### config.mk
export PLATFORM = sky130hd
export DESIGN_NAME = dbg_mrd_port
export DESIGN_NICKNAME = d
export VERILOG_FILES = /design/src/rtl/dbg_mrd_pkg.sv /design/src/rtl/dbg_mrd_ctrl.sv /design/src/rtl/dbg_mrd_pc.sv /design/src/rtl/dbg_mrd_addr.sv /design/src/rtl/dbg_mrd_port.sv
export SDC_FILE = /design/constraint.sdc
export NUM_CORES = 1
export LEC_CHECK = 0
export ABC_AREA = 1
export ABC_CLOCK_PERIOD_IN_PS = 3040
export BUFFER_PORTS_ARGS = -buffer_cell sky130_fd_sc_hd__buf_2
export CORE_MARGIN = 2
export CORE_UTILIZATION = 25
export DETAILED_ROUTE_END_ITERATION = 7
export GPL_ROUTABILITY_DRIVEN = 0
export PLACE_DENSITY_LB_ADDON = 0.12
export SETUP_SLACK_MARGIN = 0.02
export SYNTH_ARGS = -nofsm -noshare
export SYNTH_HDL_FRONTEND = slang
export SYNTH_HIERARCHICAL = 1
export SYNTH_SLANG_ARGS = --single-unit
### constraint.sdc
create_clock -name clk -period 3.04 [get_ports clk]
set_clock_uncertainty 0.1 [all_clocks]
set_input_delay 0.152 -clock clk [delete_from_list [all_inputs] [get_ports clk]]
set_output_delay 0.152 -clock clk [all_outputs]
set_load 0.01 [all_outputs]
### src/rtl/dbg_mrd_pkg.sv
package dbg_mrd_pkg;

   typedef enum logic {
      MODE_SEG = 1'b0,
      MODE_LIN = 1'b1
   } addr_mode_e;

   // Increment only the low seg_w bits of a value, keeping the high bits.
   function automatic logic [63:0] seg_bump(input logic [63:0] v, input int seg_w);
      logic [63:0] mask;
      mask = (64'd1 << seg_w) - 64'd1;
      return (v & ~mask) | ((v + 64'd1) & mask);
   endfunction

endpackage

### src/rtl/dbg_mrd_ctrl.sv
module dbg_mrd_ctrl #(
   parameter int REG_AW    = 8,
   parameter int DATA_W    = 8,
   parameter int MEMRD_REG = 32
) (
   input  logic              clk,
   input  logic              rst_n,
   input  logic              rd_stb,
   input  logic [REG_AW-1:0] rd_reg,
   input  logic [DATA_W-1:0] mem_rdata,
   output logic              hit,
   output logic              done,
   output logic [DATA_W-1:0] data
);

   localparam logic [REG_AW-1:0] REG_SEL = REG_AW'(MEMRD_REG);

   generate
      if (MEMRD_REG < 0 || MEMRD_REG >= (1 << REG_AW)) begin : g_bad_reg
         $error("MEMRD_REG does not fit in REG_AW bits");
      end
   endgenerate

   logic done_q;

   assign hit = rd_stb && (rd_reg == REG_SEL);

   always_ff @(posedge clk or negedge rst_n) begin
      if (!rst_n) begin
         done_q <= 1'b0;
      end else begin
         done_q <= hit;
      end
   end

   assign done = done_q;
   assign data = done_q ? mem_rdata : '0;

   p_done_after_req_r7: assert property (@(posedge clk) disable iff (!rst_n)
      hit |=> done);
   p_done_has_cause_r7: assert property (@(posedge clk) disable iff (!rst_n)
      done |-> $past(rd_stb));
   p_idle_data_zero_r7: assert property (@(posedge clk) disable iff (!rst_n)
      !done |-> (data == '0));

endmodule

### src/rtl/dbg_mrd_pc.sv
module dbg_mrd_pc
   import dbg_mrd_pkg::*;
#(
   parameter int ADDR_W  = 24,
   parameter int SEG_W   = 16,
   parameter bit HAS_SEG = 1'b1
) (
   input  logic              clk,
   input  logic              rst_n,
   input  logic              ld,
   input  logic [ADDR_W-1:0] ld_val,
   input  logic              inc,
   input  addr_mode_e        mode,
   output logic [ADDR_W-1:0] pc
);

   localparam int HI_W = ADDR_W - SEG_W;

   logic [ADDR_W-1:0] pc_q;
   logic [ADDR_W-1:0] pc_inc;

   generate
      if (HAS_SEG) begin : g_seg
         logic [ADDR_W-1:0] seg_next;
         assign seg_next = {pc_q[ADDR_W-1:SEG_W], pc_q[SEG_W-1:0] + SEG_W'(1)};
         assign pc_inc   = (mode == MODE_LIN) ? pc_q + ADDR_W'(1) : seg_next;
      end else begin : g_lin
         assign pc_inc = pc_q + ADDR_W'(1);
      end
   endgenerate

   always_ff @(posedge clk or negedge rst_n) begin
      if (!rst_n) begin
         pc_q <= '0;
      end else if (ld) begin
         pc_q <= ld_val;
      end else if (inc) begin
         pc_q <= pc_inc;
      end
   end

   assign pc = pc_q;

   p_ld_wins_r8: assert property (@(posedge clk) disable iff (!rst_n)
      ld |=> pc == $past(ld_val));
   p_hold_r6: assert property (@(posedge clk) disable iff (!rst_n)
      (!ld && !inc) |=> $stable(pc));
   p_lin_step_r4: assert property (@(posedge clk) disable iff (!rst_n)
      (!ld && inc && mode == MODE_LIN) |=> pc == $past(pc) + ADDR_W'(1));
   p_upper_kept_r5: assert property (@(posedge clk) disable iff (!rst_n)
      (!ld && inc && mode == MODE_SEG && HAS_SEG) |=>
         pc[ADDR_W-1:SEG_W] == $past(pc[ADDR_W-1:SEG_W]));

   initial begin
      assert (HI_W > 0) else $error("SEG_W must be below ADDR_W");
   end

endmodule

### src/rtl/dbg_mrd_addr.sv
module dbg_mrd_addr
   import dbg_mrd_pkg::*;
#(
   parameter int ADDR_W  = 24,
   parameter int SEG_W   = 16,
   parameter bit HAS_SEG = 1'b1
) (
   input  logic [ADDR_W-1:0]       pc,
   input  logic [ADDR_W-SEG_W-1:0] base,
   input  addr_mode_e              mode,
   output logic [ADDR_W-1:0]       addr
);

   generate
      if (HAS_SEG) begin : g_seg
         assign addr = (mode == MODE_LIN) ? pc : {base, pc[SEG_W-1:0]};
      end else begin : g_lin
         logic unused_base;
         assign unused_base = ^{base, mode};
         assign addr = pc;
      end
   endgenerate

endmodule

### src/rtl/dbg_mrd_port.sv
module dbg_mrd_port
   import dbg_mrd_pkg::*;
#(
   parameter int ADDR_W    = 24,
   parameter int SEG_W     = 16,
   parameter int DATA_W    = 8,
   parameter int REG_AW    = 8,
   parameter int MEMRD_REG = 32,
   parameter bit HAS_SEG   = 1'b1,
   localparam int BASE_W   = ADDR_W - SEG_W
) (
   input  logic              clk,
   input  logic              rst_n,
   input  logic              rd_stb,
   input  logic [REG_AW-1:0] rd_reg,
   input  logic              lin_mode,
   input  logic [BASE_W-1:0] base_i,
   input  logic              pc_ld,
   input  logic [ADDR_W-1:0] pc_ld_val,
   output logic [ADDR_W-1:0] pc_q,
   output logic [DATA_W-1:0] rd_data,
   output logic              rd_done,
   output logic              mem_req,
   output logic [ADDR_W-1:0] mem_addr,
   input  logic [DATA_W-1:0] mem_rdata
);

   addr_mode_e        mode;
   logic              hit;
   logic [ADDR_W-1:0] pc;

   assign mode = lin_mode ? MODE_LIN : MODE_SEG;

   dbg_mrd_ctrl #(
      .REG_AW   (REG_AW),
      .DATA_W   (DATA_W),
      .MEMRD_REG(MEMRD_REG)
   ) u_ctrl (
      .clk      (clk),
      .rst_n    (rst_n),
      .rd_stb   (rd_stb),
      .rd_reg   (rd_reg),
      .mem_rdata(mem_rdata),
      .hit      (hit),
      .done     (rd_done),
      .data     (rd_data)
   );

   dbg_mrd_pc #(
      .ADDR_W (ADDR_W),
      .SEG_W  (SEG_W),
      .HAS_SEG(HAS_SEG)
   ) u_pc (
      .clk   (clk),
      .rst_n (rst_n),
      .ld    (pc_ld),
      .ld_val(pc_ld_val),
      .inc   (hit),
      .mode  (mode),
      .pc    (pc)
   );

   dbg_mrd_addr #(
      .ADDR_W (ADDR_W),
      .SEG_W  (SEG_W),
      .HAS_SEG(HAS_SEG)
   ) u_addr (
      .pc  (pc),
      .base(base_i),
      .mode(mode),
      .addr(mem_addr)
   );

   assign mem_req = hit;
   assign pc_q    = pc;

   p_req_only_on_strobe_r1: assert property (@(posedge clk) disable iff (!rst_n)
      mem_req |-> rd_stb);
   p_req_moves_pc_r4: assert property (@(posedge clk) disable iff (!rst_n)
      (mem_req && !pc_ld) |=> pc_q != $past(pc_q));
   p_lin_addr_r2: assert property (@(posedge clk) disable iff (!rst_n)
      (mem_req && lin_mode) |-> mem_addr == pc_q);
   p_seg_low_r3: assert property (@(posedge clk) disable iff (!rst_n)
      (mem_req && !lin_mode) |-> mem_addr[SEG_W-1:0] == pc_q[SEG_W-1:0]);

endmodule

Word-level counts from Yosys, hierarchy flattened:

Index checks and enable logic that the tools add are counted.

* flip-flop bits (word level): 25
* output and inout port bits: 58

* $add $sub $neg: 2
* equal/unequal tests: 1
* muxes and demuxes: 6
* reduce and logical (&&, ||, !) cells: 4

Operators with widths (count)
* 2-to-1 mux 24 bit: 4
* adder 24 x 1 -> 24 bit (second input constant): 1
* adder 16 x 1 -> 16 bit (second input constant): 1
* == test 8 x 6 -> 1 bit (second input constant): 1
* 2-to-1 mux 8 bit: 1
* nonzero test 2 bit: 2
* AND reduction 2 bit: 1
* logical AND 1 bit: 1
* 2-to-1 mux 1 bit: 1

Longest topological paths before layout:

Gate-level depths: netlist of run 1.

* depth in word-level cells: 4
* depth in mapped cells: 9

Modules after synthesis:

The synthesis of run 1 kept the hierarchy.

Modules (own cells, without submodules)
* dbg_mrd_pc: times used 1, cells each 261, area an instance 1752.9 um2
* dbg_mrd_addr: times used 1, cells each 42, area an instance 225.2 um2
* dbg_mrd_ctrl: times used 1, cells each 26, area an instance 121.4 um2

Worst setup path before layout of run 1:

OpenSTA, ideal clock, no wires.

* path kind: reg-to-reg
* start: register u_pc.pc_q[0], in the netlist u_pc/pc[0]
* end: register u_pc.pc_q[14], in the netlist u_pc/pc[14]
* arrival: 1.261 ns
* required time: 2.819 ns
* setup slack: 1.558 ns
* stages on the path, launching flop included: 9
* buffers on the path: 0
* path through: dfrtp_1 -> ha_1 -> nand2_2 -> nor2_4 -> nand2_1 -> nor2_1 -> nand2_1 -> nand3_1 -> nand2_1

* word-level cells in the longest chain between the ends: 4
* elaborated cells between the ends (all ways): 5
* those cells by class: add/sub: 2; mux: 3

Ends and longest elaborated chain
* start, declared: line dbg_mrd_pc.sv:19 `logic [ADDR_W-1:0] pc_q;`
* start signal, assigned: line dbg_mrd_pc.sv:36 `pc_q <= ld_val;`
* start signal, assigned: line dbg_mrd_pc.sv:38 `pc_q <= pc_inc;`
* adder 24 x 1 -> 24 bit or adder 16 x 1 -> 16 bit (tied branches): line dbg_mrd_pc.sv:26, dbg_mrd_pc.sv:25
* 2-to-1 mux 24 bit *: line dbg_mrd_pc.sv:26 `assign pc_inc = (mode == MODE_LIN) ? pc_q + ADDR_W'(1) : seg_next;`
* 2-to-1 mux 24 bit *: line dbg_mrd_pc.sv:37 `end else if (inc) begin`
* 2-to-1 mux 24 bit *: line dbg_mrd_pc.sv:35 `end else if (ld) begin`

Mark *: on every way between the ends. The rest lies on a longest branch, timed or not. The select of a mux whose other input is x is not followed.
A chain may end at the register's enable or synchronous reset.

Final worst setup path of run 1:

Ends and elaborated chain as after synthesis.

==> out/qor.txt, run 1 <==
Slew Limit Headroom - 52.4%
clock sinks - 25
CP delay by family, top - simple AND/OR/NAND/NOR gates
GRT Total Usage - 14.2%
die area - 9150 um^2
number of core rows - 33
initial antenna violation count - 0
post-synth net total - 383
clock root cell - clkbuf_8
placed cells - 522
Max Slew Vio Count - 0
Worst EP required - 3.11 ns
CP Cell Sequence - ha_1, nand2_2, nor2_4, nand2_1, nor2_1, nand2_1, nand3_1, nand2_1
flops & latches, synth - 25
WL/cell - 11.8 um
Final ANT Viol Nets - 0
post-cts repair resize count - 0
RSZ-0062 raised after global routing - false
Layout Cells excl Fill - 535
HP Class - in -> reg
Seq/Total Area, Yosys - 29.8%
Total Neg Setup Slack - 0 ns
period utilisation layout - 55.4%
Register-to-Register Setup Slack - 1.35 ns
maxcap violations - 0
vias in the first global route - 2138
clk slew on worst S/H paths - 0.10 ns
post-synth cell types - 26
Core Region - 8180 um^2
largest net degree at the start of global routing - 28
status - finished, final reports clean
maximum clock insertion buffer count - 2
htree depth - 1
first-pass GRT wire length - 10.1 mm
clk_lat worst skew - 0.28 ns
Ys Warns - 6
Final #Nets - 485
Overflow after GRT - 0
Post-DP HPWL - 4.97 mm
Final Hold Viols - 0
Achievable Freq - 593 MHz
Mapped Cells - 329
Startpoint Class - flop
antenna cell count - 0
CP Capture Type - flop
Tmin final - 1.69 ns
maximum vdd drop - 0.155 mV
Critical-path top delay cell - dfrtp_1
chip height - 95.6 um
first drt pass iteration count - 4
P_leak - 1.57 nW
crit path DAT - 1.76 ns
post-synthesis cell area - 2100 um^2
Chip Width - 95.6 um
hold_buf cts - 9
overall routed net length - 6.32 mm
starting density of the core - 25.7%
maximum net fanout on the critical path - 6
CP peak stage delay - 0.45 ns
Cell Pwr Density - 321 nW/um^2
Final setup viols - 0
Setup Buffers After CTS - 0
worst slew pin tran - 0.714 ns
I/O Buffers - 110
initial DRC count - 95
CP dominant cell by count - nand2_1
clock buffer count from CTS - 3
syn_area_per_cell - 6.38 um^2
Crit Path Class - reg -> reg
worst path bufs/invs - 0
layout cell share with drive strength beyond 1 - 32.8%
CTS tree - yes
area delta synth->final - 31.7%
# IOs - 111
Avg Vias per Cell - 4.27
vias - 2285
Post-route DRC - 0
routing by layer:
| layer | global-route usage, % | part of all wire (%) | up-vias |
|---|---|---|---|
| met1 | 18.1 | 47 | 989 |
| met4 | 2.86 | 0.47 | 0 |
| met5 | 0 | 0 | - |
| met2 | 25.6 | 46 | 80 |
| li1 | - | - | 1214 |
| met3 | 1.74 | 6.6 | 2 |
through the flow:
stage	utilization, %	cell area, um^2	setup WS, ns	hold slack, ns	total power [mW]
after floorplan	-	2100	1.56	-0.244	0.571
after global placement	32.1	2630	1.39	0.105	0.672
after detailed placement	32.1	2630	1.36	0.113	0.674
after CTS	33.8	2770	1.33	0.00272	0.912
after global routing	33.8	2770	1.14	0.0205	0.960
final	33.8	2770	1.35	0.0173	0.888
state kept, by name, summed over array words and instances (netlist names):
register / count
u_pc/pc: 24
u_ctrl/done: 1
worst reg2reg max path, delay by kind of cell (launching register included):
family	cells	cell delay, ns
and+or+nand+nor	7	0.80
DFF	1	0.45
adders and majority gates	1	0.23
cells in the final DEF, fill, tap and decap left out, types with 3 or more instances in the layout:
cell           count
a22oi_1            9
buf_2            110
clkbuf_8           3
dfrtp_1           25
dlygate4sd3_1      9
inv_1             39
inv_2              6
nand2_1          114
nand2_2            7
nand3_1           32
nor2_1            29
nor2_2             5
nor2_4             6
o21ai_0           10
o21ai_1            7
o21bai_1           3
xor2_1             4
path summary, 6_finish.rpt:
check                               to  depth (start not counted)           from
max                        u_pc/pc[14]                          8     u_pc/pc[0]
min                        u_pc/pc[15]                          3  pc_ld_val[15]
max reg2reg                u_pc/pc[14]                          8     u_pc/pc[0]
min reg2reg                 u_pc/pc[1]                          2     u_pc/pc[1]
max in group asynchronous  u_pc/pc[16]                          2          rst_n
min in group asynchronous   u_pc/pc[0]                          2          rst_n
synthesized netlist by cell type, drive strengths merged:
cell type  count  share of area [%]
a21oi          2               0.48
a22oi          9                3.2
and2           1               0.30
buf           21                7.2
clkbuf         1               0.18
dfrtp         25                 30
ha             1               0.60
inv           45                8.0
nand2        123                 24
nand3         32                7.6
nand4          2               0.60
nor2          41                 11
o211ai         1               0.36
o21ai         17                4.1
o21bai         3                1.1
o311ai         1               0.42
xor2           4                1.7
kinds of logic (layout without fill, tap and decap cells):
logic type / after synthesis / count (layout) / share of synthesized area [%]
fa+ha+maj: 1 / 1 / 0.596
buf+inv: 67 / 168 / 15.4
xor+xnor: 4 / 4 / 1.67
simple gates: 199 / 199 / 42.9
compound gates: 33 / 33 / 9.59
flops: 25 / 25 / 29.8
final cells by class:
type,count,area (um^2)
clock buffers,3,41.3
clock inverters,1,7.51
fillers,912,5410
inverters,45,169
multi-input cells,237,1150
flip-flops and latches,25,626
well taps,105,131
repair buffers,119,641
where the power goes:
| part | total, mW | switching (mW) | leakage, nW | internal (mW) |
|---|---|---|---|---|
| logic | 0.256 | 0.143 | 1.24 | 0.113 |
| registers | 0.415 | 0.0537 | 0.306 | 0.361 |
| clock network | 0.217 | 0.124 | 0.0217 | 0.0932 |
| total | 0.888 | 0.321 | 1.57 | 0.567 |
(Power assumes the default switching activity.)
==> inputs of run 2 (changes only) <==
--- a/config.mk
+++ b/config.mk
@@ -6,7 +6,7 @@
 export NUM_CORES = 1
 export LEC_CHECK = 0
 export ABC_AREA = 1
-export ABC_CLOCK_PERIOD_IN_PS = 3040
+export ABC_CLOCK_PERIOD_IN_PS = 1500
 export BUFFER_PORTS_ARGS = -buffer_cell sky130_fd_sc_hd__buf_2
 export CORE_MARGIN = 2
 export CORE_UTILIZATION = 25
==> constraint.sdc (replaced) <==
create_clock -name clk -period 1.5 [get_ports clk]
set_clock_uncertainty 0.1 [all_clocks]
set_input_delay 0.075 -clock clk [delete_from_list [all_inputs] [get_ports clk]]
set_output_delay 0.075 -clock clk [all_outputs]
set_load 0.01 [all_outputs]
==> run 2 against run 1 <==
The flow now finishes with violations (hold timing); die area did not move; global-route usage is 1.2 points higher; power increased by 120%; worst setup slack worse by 1.3 ns; largest power group unchanged; flip-flop and latch count unchanged; first-iteration DRC count shrank 22%; critical path depth stayed put; core utilization increased by 5.5 points.
==> out/qor.txt, run 2 (synthesis gave the netlist of run 1 again) <==
status - complete, but fails checks
failing checks - hold timing
initial antenna violation count - 0 (unchanged)
clk slew on worst S/H paths - 0.11 ns (about the same)
number of core rows - 33 (unchanged)
period utilisation layout - 97.0% (+42 points)
Largest register FFs - 24 (unchanged)
Slew Limit Headroom - 57.0% (+4.7 points)
fill count - 920 (+0.88%)
P_leak - 1.82 nW (+16%)
combinational cell fraction of total power - 35.9% (+7.1 points)
clk_lat worst skew - 0.28 ns (about the same)
Final Hold Viols - 1 (+1)
Net Sw Power - 0.685 mW (+110%)
CP Capture Type - flop
Clock power frac - 23.0% (-1.5 points)
antenna cell count - 0 (unchanged)
hold_sp - pc_ld_val[22]
initial DRC count - 74 (-22%)
R2R Path Start - u_pc/pc[0]
Overflow after GRT - 0 (unchanged)
Post-route DRC - 0 (unchanged)
HP Class - in -> reg
Tmin final - 1.46 ns (-0.230 ns)
vias in the first global route - 2306 (+7.9%)
Register-to-Register Setup Slack - 0.04 ns (-1.31 ns)
R2R Path End - u_pc/pc[18]
area delta synth->final - 53.2%
cell count of the worst reg-to-reg path - 8 (unchanged)
Final ANT Viol Nets - 0 (unchanged)
CP Cell Sequence - ha_2, nand2_2, nor2_4, nand2_4, nor2_4, nand3_1, nand3_1, nand2_1
crit path DAT - 1.54 ns (-0.22 ns)
Post-DP HPWL - 5.30 mm (+6.4%)
Crit Path Class - reg -> reg
Placed Area - 2810 um^2 (+7.1%)
# IOs - 111 (unchanged)
die area - 9150 um^2 (unchanged)
Sequential Power Share - 41.0% (-5.7 points)
CP peak stage delay - 0.37 ns (-0.08 ns)
CP delay by family, top - simple AND/OR/NAND/NOR gates
Final #Nets - 528 (+8.9%)
starting density of the core - 25.7% (unchanged)
maximum vdd drop - 0.341 mV (+120%)
clock buffer count from CTS - 3 (unchanged)
most frequent cells in the layout - 113 x nand2_1, 110 x buf_2, 39 x inv_1, 30 x nand3_1, 27 x buf_4
largest net degree at the start of global routing - 26 (-7.1%)
met2 wire length - 3.08 mm (+6.3%)
Cell Pwr Density - 603 nW/um^2 (+88%)
worst path bufs/invs - 0 (unchanged)
vias - 2454 (+7.4%)
maximum net fanout on the critical path - 5 (-1)
first-pass GRT wire length - 10.9 mm (+7.4%)
Core Region - 8180 um^2 (unchanged)
overall routed net length - 6.91 mm (+9.3%)
first drt pass iteration count - 4 (unchanged)
RSZ-0062 raised after global routing - true
Chip Width - 95.6 um (unchanged)
CTS tree - yes
chip height - 95.6 um (unchanged)
Max Slew Vio Count - 0 (unchanged)
Avg Vias per Cell - 4.25 (-0.59%)
max layer used - met4
Metal-1 WL - 3.28 mm (+11%)
Worst Hold End - u_pc/pc[22]
layout cell share with drive strength beyond 1 - 38.1% (+5.3 points)
WL/cell - 11.9 um (+1.1%)
fin area - 3220 um^2 (+16%)
met3 WL - 466 um (+11%)
maxcap violations - 0 (unchanged)
GRT Total Usage - 15.4% (+1.2 points)
Critical-path top delay cell - dfrtp_2
Startpoint Class - flop
worst slew pin tran - 0.645 ns (-0.0693 ns)
Worst EP required - 1.59 ns (-1.52 ns)
WHS - -0.00488 ns (-0.0222 ns)
clock sinks - 25 (unchanged)
most common cell after layout, fill and taps aside - nand2_1
placed cells - 545 (+4.4%)
Cells on Worst Hold Path - 5 (+2)
Achievable Freq - 687 MHz (+16%)
maximum clock insertion buffer count - 2 (unchanged)
Internal - 1.26 mW (+120%)
Layout Cells excl Fill - 578 (+8.0%)
clock root cell - clkbuf_8
I/O Buffers - 110 (unchanged)
Final setup viols - 0 (unchanged)
htree depth - 1 (unchanged)
switching power share of the total - 35.3% (-0.80 points)
## run 2: cell types whose count changed in the layout (fill, tap and decap cells not counted), moves of 3 or more
cell	before	now
nor2_1	29	26
dlygate4sd3_1	9	23
buf_4	0	27
nand2_4	2	5
nor2_4	6	9
## run 2: metal layers
layer	up-vias	track usage, %
met2	84	26.3
met5	-	0
met1	1066	20.2
met4	0	4.52
met3	4	1.74
li1	1300	-
## run 2: final cells by class
class	instances	area (um^2)	share of cell area, %
multi-input cells	237	1220	38.0
inverters	45	169	5.25
well taps	105	131	4.08
clock buffers	4	45.0	1.40
flip-flops and latches	25	627	19.5
repair buffers	162	1020	31.8
## run 2: worst min-delay path, stage by stage
cell	delay, ns
buf_2	0.08
nand2_1	0.04
o21ai_0	0.06
inv_1	0.04
nand2_1	0.06
## run 2: worst max path at each step
stage	start	endpoint	slack [ns]	depth (start not counted)
floorplan	u_pc/pc[1]	u_pc/pc[14]	0.04	8
global placement	u_pc/pc[0]	u_pc/pc[14]	0.05	8
detailed placement	u_pc/pc[1]	u_pc/pc[14]	-0.005	8
CTS	u_pc/pc[0]	u_pc/pc[22]	0.01	9
global route	u_pc/pc[0]	u_pc/pc[20]	-0.1	8
finish	u_pc/pc[0]	u_pc/pc[18]	0.04	8
## run 2: repair_timing
| item | CTS | global route |
|---|---|---|
| endpoints found under the hold margin | 47 | 0 |
| hold buffers | 23 | 0 |
| endpoints found under the setup margin | 4 | 12 |
| pin swaps | 1 | 4 |
| setup buffers | 2 | 4 |
| resized for setup | 3 | 13 |
## run 2: power groups by stage
stage | sequential, mW | clock (mW) | combinational (mW)
global route | 0.809 | 0.487 | 0.786
finish | 0.796 | 0.446 | 0.698
CTS | 0.798 | 0.463 | 0.694
global placement | 0.812 | 0 | 0.637
floorplan | 0.854 | 0 | 0.304
detailed placement | 0.813 | 0 | 0.636
## run 2: metrics by stage
step	worst slack, ns	hold slack (ns)	power, mW	TNS [ns]	util (%)
after floorplan	0.0369	-0.321	1.16	0	-
after global placement	0.0474	0.0446	1.45	0	34.4
after detailed placement	-0.00501	0.0415	1.45	-0.00501	34.4
after CTS	0.0130	0.000790	1.96	0	38.1
after global routing	-0.0951	0.0333	2.08	-0.803	39.3
final	0.0445	-0.00488	1.94	0	39.3
==> inputs of run 3 (changes only) <==
--- a/config.mk
+++ b/config.mk
@@ -5,10 +5,9 @@
 export SDC_FILE = /design/constraint.sdc
 export NUM_CORES = 1
 export LEC_CHECK = 0
-export ABC_AREA = 1
 export ABC_CLOCK_PERIOD_IN_PS = 1500
 export BUFFER_PORTS_ARGS = -buffer_cell sky130_fd_sc_hd__buf_2
-export CORE_MARGIN = 2
+export CORE_MARGIN = 10
 export CORE_UTILIZATION = 25
 export DETAILED_ROUTE_END_ITERATION = 7
 export GPL_ROUTABILITY_DRIVEN = 0
==> run 3 against run 2 <==
The flow finishes with violations (setup timing); maximum frequency fell by 18%; die area increased by 16%; clock-buffer cell count is the same; global-route usage down 4.1 points; worst setup slack worse by 0.33 ns; largest cell class is now buffers; highest routed layer unchanged.
==> out/qor.txt, run 3 <==
status - complete, but fails checks
failing checks - setup timing
Largest register FFs - 24 (unchanged)
vias in the first global route - 1984 (-14%)
Layout Cells excl Fill - 426 (-26%)
Register-to-Register Setup Slack - -0.29 ns (-0.33 ns)
Startpoint Class - flop
R2R Path End - u_pc/pc[17]
Critical-path top delay cell - or4_4
post-synth net total - 240 (-37%)
Worst Hold End - u_pc/pc[16]
WL/cell - 14.1 um (+18%)
post-place setup slack - -0.371 ns (-0.366 ns)
Achievable Freq - 560 MHz (-18%)
Placed Area - 2630 um^2 (-6.4%)
RSZ-0062 raised after global routing - true
Worst EP required - 1.55 ns (-0.04 ns)
Chip Width - 103 um (+7.6%)
hold_sp - pc_ld
syn_area_per_cell - 9.24 um^2 (+45%)
Final setup viols - 17 (+17)
Cell Pwr Density - 622 nW/um^2 (+3.1%)
clk slew on worst S/H paths - 0.09 ns (-0.02 ns)
CP peak stage delay - 0.67 ns (+0.30 ns)
setup ws final - -0.285 ns (-0.330 ns)
first drt pass iteration count - 4 (unchanged)
largest cells by area after synthesis - dfrtp_1 36%, xnor2_1 7.6%, buf_4 7.0%, mux2_4 7.0%, nand2_1 6.6%
layout cell share with drive strength beyond 1 - 57.2% (+19 points)
number of synthesized flops with an enable pin - 0 (unchanged)
overall routed net length - 6.00 mm (-13%)
Final Hold Viols - 0 (-1)
Total Neg Setup Slack - -2.31 ns (-2.31 ns)
HP Class - in -> reg
R2R Path Start - u_pc/pc[7]
first-pass GRT wire length - 9.68 mm (-11%)
Slew Limit Headroom - 61.0% (+4.0 points)
area delta synth->final - 75.4%
Internal - 1.30 mW (+3.9%)
fin area - 3010 um^2 (-6.3%)
Ys Warns - 6 (unchanged)
clock buffer count from CTS - 3 (unchanged)
Final #Nets - 401 (-24%)
maximum net fanout on the critical path - 8 (+3)
Net Sw Power - 0.570 mW (-17%)
CP Capture Type - flop
post-synth cell types - 28 (+7.7%)
CP Cell Sequence - nand3_4, or4_4, nor4_4, xnor2_1, o21ai_1
clk_lat worst skew - 0.26 ns (-0.02 ns)
initial DRC count - 41 (-45%)
most frequent cells in the layout - 110 x buf_2, 38 x buf_4, 29 x nand2_1, 25 x dlygate4sd3_1, 16 x dfrtp_1
fill count - 688 (-25%)
Sequential Power Share - 41.7% (+0.7 points)
Crit Path Class - reg -> reg
most common cell after layout, fill and taps aside - buf_2
Commonest cells post-synth - 30 x nand2_1, 25 x dfrtp_1, 20 x o21ai_0
starting density of the core - 25.6% (-0.11 points)
crit path DAT - 1.83 ns (+0.29 ns)
switching power share of the total - 30.4% (-4.9 points)
ys async rst share - 100% (unchanged)
worst slew pin tran - 0.584 ns (-0.0603 ns)
clock sinks - 25 (unchanged)
post-synthesis cell area - 1720 um^2 (-18%)
Overflow after GRT - 0 (unchanged)
number of core rows - 30 (-9.1%)
antenna cell count - 0 (unchanged)
Post-DP HPWL - 4.87 mm (-8.1%)
flops & latches, synth - 25 (unchanged)
WHS - 0.146 ns (+0.150 ns)
clock root cell - clkbuf_8
maximum vdd drop - 0.337 mV (-1.2%)
initial antenna violation count - 0 (unchanged)
combinational cell fraction of total power - 37.2% (+1.3 points)
Clock power frac - 21.1% (-1.9 points)
Mapped Cells - 186 (-43%)
Final ANT Viol Nets - 0 (unchanged)
period utilisation layout - 119% (+22 points)
vias - 1809 (-26%)
# IOs - 111 (unchanged)
Avg Vias per Cell - 4.25 (about the same)
GRT Total Usage - 11.2% (-4.1 points)
I/O Buffers - 110 (unchanged)
most common cell in the netlist - nand2_1
htree depth - 1 (unchanged)
top_reg_cell synth - dfrtp_1
cell count of the worst reg-to-reg path - 5 (-3)
maxcap violations - 0 (unchanged)
P_leak - 1.54 nW (-16%)
die area - 10600 um^2 (+16%)
Post-route DRC - 0 (unchanged)
Seq/Total Area, Yosys - 36.4% (+6.6 points)
maximum clock insertion buffer count - 2 (unchanged)
chip height - 103 um (+7.6%)
placed cells - 394 (-28%)
Tmin final - 1.79 ns (+0.330 ns)
CTS tree - yes
Yosys top cell area share - 36.4% (+6.6 points)
Max Slew Vio Count - 0 (unchanged)
Cells on Worst Hold Path - 3 (-2)
Synth area leader - dfrtp_1
largest net degree at the start of global routing - 49 (+88%)
Core Region - 6720 um^2 (-18%)
## run 3: cell types whose count changed after synthesis, sizes merged, moves of 8 or more
cell	delta
a22oi	-9
inv	-41
mux2	+8
nand2	-93
nand3	-22
nor2	-37
xnor2	+15
## run 3: how the worst max path moves through the flow
stage               cells past startpoint         from  slack (ns)           to
finish                                  5   u_pc/pc[7]       -0.29  u_pc/pc[17]
global route                            5   u_pc/pc[5]       -0.33  u_pc/pc[17]
CTS                                     5   u_pc/pc[7]       -0.26  u_pc/pc[19]
detailed placement                      9    rd_reg[2]       -0.37  u_pc/pc[13]
global placement                        8    rd_reg[2]       -0.32  u_pc/pc[22]
floorplan                               6  u_pc/pc[13]       -0.34  u_pc/pc[23]
## run 3: per-stage QoR
step	utilization [%]	total power, mW
after floorplan	-	1.11
final	44.8	1.87
after CTS	44.5	1.93
after detailed placement	39.2	1.43
after global placement	39.2	1.42
after global routing	44.8	2.01
## run 3: area by class of cell
class                           instances  area, um^2  share of cell area, %
Multi-Input combinational cell        133        1040                   34.6
Inverter                                4        15.0                  0.498
Sequential cell                        25         637                   21.1
Timing Repair Buffer                  180        1170                   39.0
Clock buffer                            4        45.0                   1.50
Tap cell                               80         100                   3.32
## run 3: routing by layer
layer / wire [um] / up-vias / global-route usage (%)
met3: 378 / 6 / 2.88
met2: 3090 / 53 / 20.1
li1: - / 934 / -
met5: 0 / - / 0
met4: 60 / 0 / 2.57
met1: 2480 / 816 / 13.0
## run 3: critical path, delay by kind of cell (launching register included)
family | cells | cell delay [ns]
and+or+nand+nor | 3 | 0.94
DFF | 1 | 0.40
xor gates and xnor gates | 1 | 0.15
AOI/OAI and AO/OA | 1 | 0.08
## run 3: logic make-up after synthesis
| family | share of synthesized area [%] |
|---|---|
| compound gates | 6.99 |
| xor+xnor | 11.7 |
| fa+ha+maj | 0.728 |
| buf+inv | 11.4 |
| flops | 36.4 |
| mux | 7.57 |
| simple gates | 25.2 |
## run 3: what timing repair did
action	in CTS	in global routing
hold buffers	25	0
setup endpoints to repair	18	19
pin swaps	17	16
buffers inserted	3	1
resized for setup	10	5
endpoints found under the hold margin	49	0
## run 3: power by group through the flow
stage               Combinational (mW)  Sequential [mW]  Clock, mW
global placement                 0.631            0.790          0
CTS                              0.711            0.780      0.440
detailed placement               0.635            0.792          0
finish                           0.697            0.781      0.396
floorplan                        0.253            0.856          0
global route                     0.772            0.790      0.452
